$ cat src/rtl/fram_pkg.sv
package fram_pkg;
  typedef enum logic [1:0] {
    ST_IDLE   = 2'd0,
    ST_INCADR = 2'd1,
    ST_WRITE  = 2'd2
  } fram_state_e;

  localparam logic [1:0] ECC_FIXED = 2'b10;
  localparam logic [1:0] ECC_FATAL = 2'b11;
endpackage

$ cat src/rtl/fram_seq_fsm.sv
module fram_seq_fsm
  import fram_pkg::*;
(
  input  logic clk_i,
  input  logic rst_ni,
  input  logic empty_i,
  output logic rdreq_o,
  output logic wr_o,
  output logic step_o
);
  fram_state_e state_q, state_n;

  always_comb begin
    state_n = state_q;
    unique case (state_q)
      ST_IDLE:   if (!empty_i) state_n = ST_INCADR;
      ST_INCADR: state_n = ST_WRITE;
      ST_WRITE:  state_n = empty_i ? ST_IDLE : ST_INCADR;
      default:   state_n = ST_IDLE;
    endcase
  end

  always_ff @(posedge clk_i or negedge rst_ni) begin
    if (!rst_ni) state_q <= ST_IDLE;
    else         state_q <= state_n;
  end

  assign rdreq_o = (state_q == ST_INCADR);
  assign wr_o    = (state_q == ST_WRITE);
  // address moves on entry to INCADR so it is valid during the request
  assign step_o  = (state_n == ST_INCADR);

  assert_req_then_write_R4: assert property (@(posedge clk_i) disable iff (!rst_ni)
    rdreq_o |=> (wr_o && !rdreq_o));
  assert_req_write_excl_R6: assert property (@(posedge clk_i) disable iff (!rst_ni)
    wr_o |-> !rdreq_o);
  assert_idle_on_empty_R2: assert property (@(posedge clk_i) disable iff (!rst_ni)
    (!rdreq_o && !wr_o && empty_i) |=> (!rdreq_o && !wr_o));
endmodule

$ cat src/rtl/fram_addr_ctr.sv
module fram_addr_ctr #(
  parameter int unsigned ADDR_W = 8
) (
  input  logic              clk_i,
  input  logic              rst_ni,
  input  logic              step_i,
  input  logic              wr_i,
  output logic [ADDR_W-1:0] addr_o,
  output logic [ADDR_W:0]   count_o
);
  localparam int unsigned CNT_W = ADDR_W + 1;
  localparam logic [ADDR_W-1:0] ADDR_ONE = ADDR_W'(1);
  localparam logic [CNT_W-1:0]  CNT_ONE  = CNT_W'(1);

  logic [ADDR_W-1:0] addr_q;
  logic [CNT_W-1:0]  count_q;

  always_ff @(posedge clk_i or negedge rst_ni) begin
    if (!rst_ni) begin
      addr_q  <= '1;
      count_q <= '0;
    end else begin
      if (step_i) addr_q  <= addr_q + ADDR_ONE;
      if (wr_i)   count_q <= count_q + CNT_ONE;
    end
  end

  assign addr_o  = addr_q;
  assign count_o = count_q;

  assert_addr_step_R3: assert property (@(posedge clk_i) disable iff (!rst_ni)
    step_i |=> (addr_q == ADDR_W'($past(addr_q) + ADDR_ONE)));
  assert_addr_hold_R7: assert property (@(posedge clk_i) disable iff (!rst_ni)
    !step_i |=> $stable(addr_q));
  assert_count_step_R5: assert property (@(posedge clk_i) disable iff (!rst_ni)
    wr_i |=> (count_q == CNT_W'($past(count_q) + CNT_ONE)));
  assert_count_hold_R7: assert property (@(posedge clk_i) disable iff (!rst_ni)
    !wr_i |=> $stable(count_q));
endmodule

$ cat src/rtl/fram_ecc_flags.sv
module fram_ecc_flags
  import fram_pkg::*;
(
  input  logic       clk_i,
  input  logic       rst_ni,
  input  logic       wr_i,
  input  logic [1:0] ecc_i,
  output logic       corr_o,
  output logic       uncorr_o
);
  logic corr_q, uncorr_q;

  always_ff @(posedge clk_i or negedge rst_ni) begin
    if (!rst_ni) begin
      corr_q   <= 1'b0;
      uncorr_q <= 1'b0;
    end else if (wr_i) begin
      if (ecc_i == ECC_FIXED) corr_q   <= 1'b1;
      if (ecc_i == ECC_FATAL) uncorr_q <= 1'b1;
    end
  end

  assign corr_o   = corr_q;
  assign uncorr_o = uncorr_q;

  assert_corr_sticky_R11: assert property (@(posedge clk_i) disable iff (!rst_ni)
    corr_q |=> corr_q);
  assert_uncorr_sticky_R11: assert property (@(posedge clk_i) disable iff (!rst_ni)
    uncorr_q |=> uncorr_q);
  assert_uncorr_set_R9: assert property (@(posedge clk_i) disable iff (!rst_ni)
    (wr_i && ecc_i == ECC_FATAL) |=> uncorr_q);
  assert_corr_set_R10: assert property (@(posedge clk_i) disable iff (!rst_ni)
    (wr_i && ecc_i == ECC_FIXED) |=> corr_q);
  assert_no_idle_set_R9: assert property (@(posedge clk_i) disable iff (!rst_ni)
    (!wr_i && !uncorr_q) |=> !uncorr_q);
endmodule

$ cat src/rtl/fram_drain_seq.sv
module fram_drain_seq #(
  parameter int unsigned ADDR_W = 8,
  parameter int unsigned DATA_W = 64
) (
  input  logic              clk_i,
  input  logic              rst_ni,
  input  logic              fifo_empty_i,
  input  logic [DATA_W-1:0] fifo_data_i,
  input  logic [1:0]        fifo_ecc_i,
  output logic              fifo_rdreq_o,
  output logic [ADDR_W-1:0] ram_addr_o,
  output logic [DATA_W-1:0] ram_data_o,
  output logic              ram_wren_o,
  output logic              ram_rden_o,
  output logic [ADDR_W:0]   word_count_o,
  output logic [1:0]        ecc_status_o,
  output logic              ecc_corr_o,
  output logic              ecc_uncorr_o
);
  logic rdreq, wr, step;

  fram_seq_fsm u_fsm (
    .clk_i   (clk_i),
    .rst_ni  (rst_ni),
    .empty_i (fifo_empty_i),
    .rdreq_o (rdreq),
    .wr_o    (wr),
    .step_o  (step)
  );

  fram_addr_ctr #(.ADDR_W(ADDR_W)) u_ctr (
    .clk_i   (clk_i),
    .rst_ni  (rst_ni),
    .step_i  (step),
    .wr_i    (wr),
    .addr_o  (ram_addr_o),
    .count_o (word_count_o)
  );

  fram_ecc_flags u_ecc (
    .clk_i    (clk_i),
    .rst_ni   (rst_ni),
    .wr_i     (wr),
    .ecc_i    (fifo_ecc_i),
    .corr_o   (ecc_corr_o),
    .uncorr_o (ecc_uncorr_o)
  );

  assign fifo_rdreq_o = rdreq;
  assign ram_wren_o   = wr;
  assign ram_rden_o   = wr;
  assign ram_data_o   = fifo_data_i;
  assign ecc_status_o = fifo_ecc_i;

  assert_wren_rden_pair_R4: assert property (@(posedge clk_i) disable iff (!rst_ni)
    ram_wren_o |-> ram_rden_o);
endmodule

$ cat config.mk
export PLATFORM = sky130hd
export DESIGN_NAME = fram_drain_seq
export DESIGN_NICKNAME = d
export VERILOG_FILES = /design/src/rtl/fram_pkg.sv /design/src/rtl/fram_seq_fsm.sv /design/src/rtl/fram_addr_ctr.sv /design/src/rtl/fram_ecc_flags.sv /design/src/rtl/fram_drain_seq.sv
export SDC_FILE = /design/constraint.sdc
export NUM_CORES = 1
export LEC_CHECK = 0
export ABC_AREA = 0
export BUFFER_PORTS_ARGS = -buffer_cell sky130_fd_sc_hd__buf_2
export CORE_MARGIN = 5
export CORE_UTILIZATION = 36
export DETAILED_ROUTE_END_ITERATION = 6
export PLACE_DENSITY = 0.88
export SYNTH_ARGS = -nofsm -noshare
export SYNTH_HDL_FRONTEND = slang
export SYNTH_SLANG_ARGS = --single-unit
$ cat constraint.sdc
create_clock -name clk_i -period 2.4 [get_ports clk_i]
set_input_delay 0.48 -clock clk_i [delete_from_list [all_inputs] [get_ports clk_i]]
set_output_delay 0.48 -clock clk_i [all_outputs]
set_load 0.01 [all_outputs]
==> results of run 1 <==
## final cells by class
type                       instances  area [sq um]  area share
clock buffer                       4         45.04     0.04045
multi-input combinational         44         332.8      0.2989
sequential                        21         535.5      0.4809
tap                               48         60.06     0.05393
timing repair buffer              28         140.1      0.1258
## path summary, 6_finish.rpt
path,cells past startpoint,endpoint,from,slack [ns]
min reg2reg,1,u_ctr.count_o[8],u_ctr.count_o[8],0.47
max reg2reg,2,u_ctr.count_o[1],u_fsm.state_q[0],1.08
min in group clk_i,2,u_ecc.corr_o,fifo_ecc_i[0],0.44
max,2,ram_rden_o,u_fsm.state_q[0],0.63
max in group asynchronous,1,u_ctr.addr_o[0],rst_ni,1.89
min,1,u_ctr.count_o[8],rst_ni,0.17
## cells by family after synthesis
kind of cell | share of synthesized area
fa+ha+maj | 0.01818
xor+xnor | 0.09546
simple gates | 0.1000
buf+inv | 0.3691
compound gates | 0.01182
flops | 0.3891
mux | 0.01636
## routing by layer
layer | routed length (microns) | track usage
met5 | 0 | 0
met4 | 74 | 0.05010
met3 | 167 | 0.03086
met2 | 900 | 0.1051
met1 | 770 | 0.08148
## power by group
group	internal [mW]	switching, mW	leakage [nW]	total [mW]
logic	0.157	0.152	0.240	0.309
clock network	0.118	0.0996	0.0228	0.217
registers	0.487	0.118	0.245	0.605
total	0.761	0.369	0.508	1.13
## registers in the layout (all words and copies together), names as in the netlist
register,flops
u_ctr.addr_o,8
u_ecc.corr_o,1
u_ctr.count_o,9
u_ecc.uncorr_o,1
u_fsm.state_q,2
## synthesized netlist by cell type
cell type   n
nor2_2      1
nand2_1     4
buf_2       1
o21bai_1    1
nand4_1    10
ha_1        2
nor2b_1     3
dfrtp_1    13
mux2_2      2
a31o_2      1
and4b_1     1
xnor2_1    13
xor2_1      2
and3_1      4
dfstp_2     8
buf_4      67
## stage by stage
stage | setup WS (ns) | std cells | power, mW
floorplan | 1.101 | 133 | 0.8910
global placement | 0.8919 | 141 | 0.9201
detailed placement | 0.8825 | 141 | 0.9283
CTS | 0.5999 | 145 | 1.152
global route | 0.4627 | 145 | 1.221
finish | 0.6258 | 145 | 1.131
==> results.yml, run 1 <==
final_layout:
  final_layout_size_suffix_gt1_frac: 0.4433
  n_antenna_cell: 0
  syn_to_final_growth_pct: -19.09
  final_area_sq_um: 1114
  final_cell_mix: "28 x buf_2, 13 x xnor2_1, 13 x dfrtp_1, 10 x nand4_1, 8 x dfstp_2"
  fill_cells: 404
  final_common_cell: "buf_2"
  final_core_util: 0.3019
  final_net_count: 169
timing:
  slew_violations: 0
  max_freq_mhz: 563.6
  fin_tns_setup_ns: 0
  period_needed_ns: 1.774
  grt_setup_unrepaired: "false"
  finalSetupViolCount: 0
  final_hold_viol_count: 0
  slew-limit-headroom: 0.6851
  fin_crit_sh: 0.7393
  hold_slack_ns: 0.1740
  final.setup_skew_ns: 0.001803
  worst_pin_slew_ns: 0.4714
clock_network:
  cts_tree: "built"
  insertion_delay_ns: 0.25
  cts_setup_buffers: 0
  post_cts_resized: 0
  root_buffer: "clkbuf_8"
  clk_pin_slew_ns: 0.07
  cts.sink_count: 21
  cts-buffers-inserted: 3
  clockBufferDepth: 2
  htree_num_levels: 1
  cts_hold_buffers: 0
global_route:
  antenna_found_initial: 0
  grt_max_degree: 22
  first_global_vias: 643
  grt_pass1_wl_microns: 2946
  grt.overflow.total: 0
  gr-usage-all-layers: 0.07099
die:
  die-area_sq_um: 5160
  chipHeight_microns: 71.83
  initial_core_util: 0.3731
  num_io_pins: 157
  row_count: 22
  core_sq_um: 3689
  die_w_microns: 71.83
worst_setup_path:
  cp_max_fo: 8
  critPathCaptureType: "primary output"
  crit_type: "reg2out"
  cpPeakStageDelay_ns: 0.42
  cp.arrival_ns: 1.29
  critical-path-top-delay-family: "flip-flops"
  cp_cell_sequence: "nor2b_1 > buf_2"
  crit_buf_inv: 1
  critPathRequiredTime_ns: 1.92
  slowest_stage: "dfrtp_1"
  startpoint_type: "register"
logic_synthesis:
  ys_seq_elements: 21
  yosysWarningCount: 0
  syn_avg_cell_area_sq_um: 10.35
  synth_seq_area_share: 0.3891
  yosysTopAreaCell: "buf_4"
  synthesis.nets: 204
  yosys.area.top_type_share: 0.3655
  syn_inst: 133
  synthesis.area_sq_um: 1376
  ys_types: 16
  synth.area.top_cells: "buf_4 37%, dfrtp_1 24%, dfstp_2 15%"
power:
  irDropWorstVdd_mv: 0.2467
  leakagePower_nw: 0.5076
  p_per_area_nw_per_um2: 1015
route:
  vias: 672
  drt_iter0_drc: 10
  finalWirelength_microns: 1912
  vias_per_cell: 4.634
  drt_pass1_iterations: 4
  drc_errors: 0
  routedWlPerCell_microns: 13.19
  ant_nets: 0
job:
  maxCapViolCount: 0
placement:
  place_area_sq_um: 1069
  port_buffers: 28
  place_congestion: 0.6880
  dp_hpwl_microns: 1472
status:
  status: "finished, final reports clean"
min_path:
  hold_class: "in2async"
(Power assumes the default switching activity.)
==> run 2, diff against run 1 <==
- CORE_UTILIZATION: 36 -> 34
- PLACE_DENSITY: 0.88 -> 0.84
- clock period: 2.4 -> 1.8 ns (I/O delays scaled with it)
==> results.yml, run 2 (synthesis gave the netlist of run 1 again) <==
power:
  p_sw_uw: 511.0
  leakagePower_nw: 0.5081
  intPower_mw: 1.018
  irDropWorstVdd_mv: 0.7700
  combPwrFrac: 0.275
  p_per_area_nw_per_um2: 1367
  p_clk_frac: 0.196
  pwr-share-seq: 0.529
  swShare: 0.3341
timing:
  hold_slack_ns: 0.04741
  max_freq_mhz: 654.9
  worst_pin_slew_ns: 0.4535
  final_hold_viol_count: 0
  slew_violations: 0
  fin_ws_ns: 0.2731
  fin_crit_sh: 0.8483
  period_needed_ns: 1.527
  final.setup_skew_ns: 0.001228
  slew-limit-headroom: 0.6977
  fin_tns_setup_ns: 0
  finalSetupViolCount: 0
  grt_setup_unrepaired: "false"
worst_setup_path:
  cp_max_fo: 8
  reg2reg_from: "u_ctr.count_o[0]"
  rrSetupSlack_ns: 0.58
  rr_worst_depth: 4
  crit_type: "reg2out"
  startpoint_type: "register"
  critPathRequiredTime_ns: 1.44
  critPathLaunch: "u_fsm.state_q[0]"
  rr_endpoint: "u_ctr.count_o[8]"
  critPathCaptureType: "primary output"
  endpoint: "ram_rden_o"
  cp.arrival_ns: 1.17
clock_network:
  clockBufferDepth: 2
  root_buffer: "clkbuf_8"
  insertion_delay_ns: 0.25
  cts_hold_buffers: 0
  clk_pin_slew_ns: 0.07
  cts_tree: "built"
  cts-buffers-inserted: 3
  cts_setup_buffers: 0
  cts.sink_count: 21
  htree_num_levels: 1
global_route:
  first_global_vias: 713
  antenna_found_initial: 0
  grt_pass1_wl_microns: 3256
  grt.overflow.total: 0
  grt_max_degree: 22
  gr-usage-all-layers: 0.07686
final_layout:
  n_antenna_cell: 0
  fill_cells: 418
  final_layout_size_suffix_gt1_frac: 0.4536
  syn_to_final_growth_pct: -18.73
  final_net_count: 169
  final_cell_mix: "28 x buf_2, 13 x xnor2_1, 13 x dfrtp_1, 10 x nand4_1, 8 x dfstp_2"
  final_common_cell: "buf_2"
  largest_register_ffs: 9
route:
  routedWlPerCell_microns: 14.24
  finalWirelength_microns: 2094
  drc_errors: 0
  drt_pass1_iterations: 6
  vias_per_cell: 4.789
  vias: 704
  drt_iter0_drc: 49
  ant_nets: 0
placement:
  dpl_worst_slack_ns: 0.3671
  port_buffers: 28
  dp_hpwl_microns: 1618
  place_congestion: 0.7653
min_path:
  hold_class: "in2async"
job:
  maxCapViolCount: 0
die:
  chipHeight_microns: 73.63
  core_sq_um: 3971
  die_w_microns: 73.63
  num_io_pins: 157
  initial_core_util: 0.3466
  die-area_sq_um: 5421
  row_count: 23
status:
  status: "finished, final reports clean"
-- run 2: cell counts in the layout (fill, tap and decap cells not counted) --
No cell type changed its count.
-- run 2: critical path: stages (launching register included) --
cell	delay [ns]
dfrtp_1	0.42
nor2b_2	0.30
buf_2	0.20
-- run 2: power by group through the flow --
| stage | Clock [mW] | Sequential [mW] | Combinational (mW) |
|---|---|---|---|
| after global placement | 0 | 0.812 | 0.419 |
| after floorplan | 0 | 0.849 | 0.339 |
| after CTS | 0.313 | 0.811 | 0.434 |
| after detailed placement | 0 | 0.814 | 0.436 |
| final | 0.299 | 0.809 | 0.421 |
| after global routing | 0.334 | 0.835 | 0.471 |
-- run 2: what timing repair did --
item                                    in CTS  in global routing
endpoints found under the hold margin        0                  0
endpoints found under the setup margin       0                  2
gates resized for setup                      0                  1
-- run 2: final cells by class --
type / count / area, sq um / share of cell area
sequential: 21 / 535.5 / 0.4787
multi-input combinational: 44 / 335.3 / 0.2998
timing repair buffer: 28 / 140.1 / 0.1253
tap: 50 / 62.56 / 0.05593
clock buffer: 4 / 45.04 / 0.04027
-- run 2: per-layer routing --
metal  up-vias  share of wire  GRT usage
li1        294              -          -
met1       337           0.34    0.07692
met2        53           0.47     0.1181
met3        20           0.14    0.04925
met4         0          0.045    0.04829
met5         -              0          0
-- run 2: worst min-delay path by stage --
stage          startpoint          endpoint  slack, ns  cells past startpoint
2_1_floorplan      rst_ni  u_ctr.count_o[0]       0.06                      0
3_3_place_gp       rst_ni  u_ctr.count_o[6]       0.34                      1
3_5_place_dp       rst_ni  u_ctr.count_o[6]       0.35                      1
4_1_cts            rst_ni  u_ctr.count_o[6]       0.06                      1
5_1_grt            rst_ni  u_ctr.count_o[7]       0.08                      1
6_report           rst_ni  u_ctr.count_o[1]       0.05                      1
-- run 2: stage by stage --
| stage | utilization | power (mW) | std cells | cell area [sq um] |
|---|---|---|---|---|
| floorplan | - | 1.188 | 133 | 1376 |
| global placement | 0.2697 | 1.231 | 143 | 1071 |
| detailed placement | 0.2697 | 1.250 | 143 | 1071 |
| CTS | 0.2810 | 1.558 | 147 | 1116 |
| global route | 0.2817 | 1.640 | 147 | 1119 |
| finish | 0.2817 | 1.529 | 147 | 1119 |
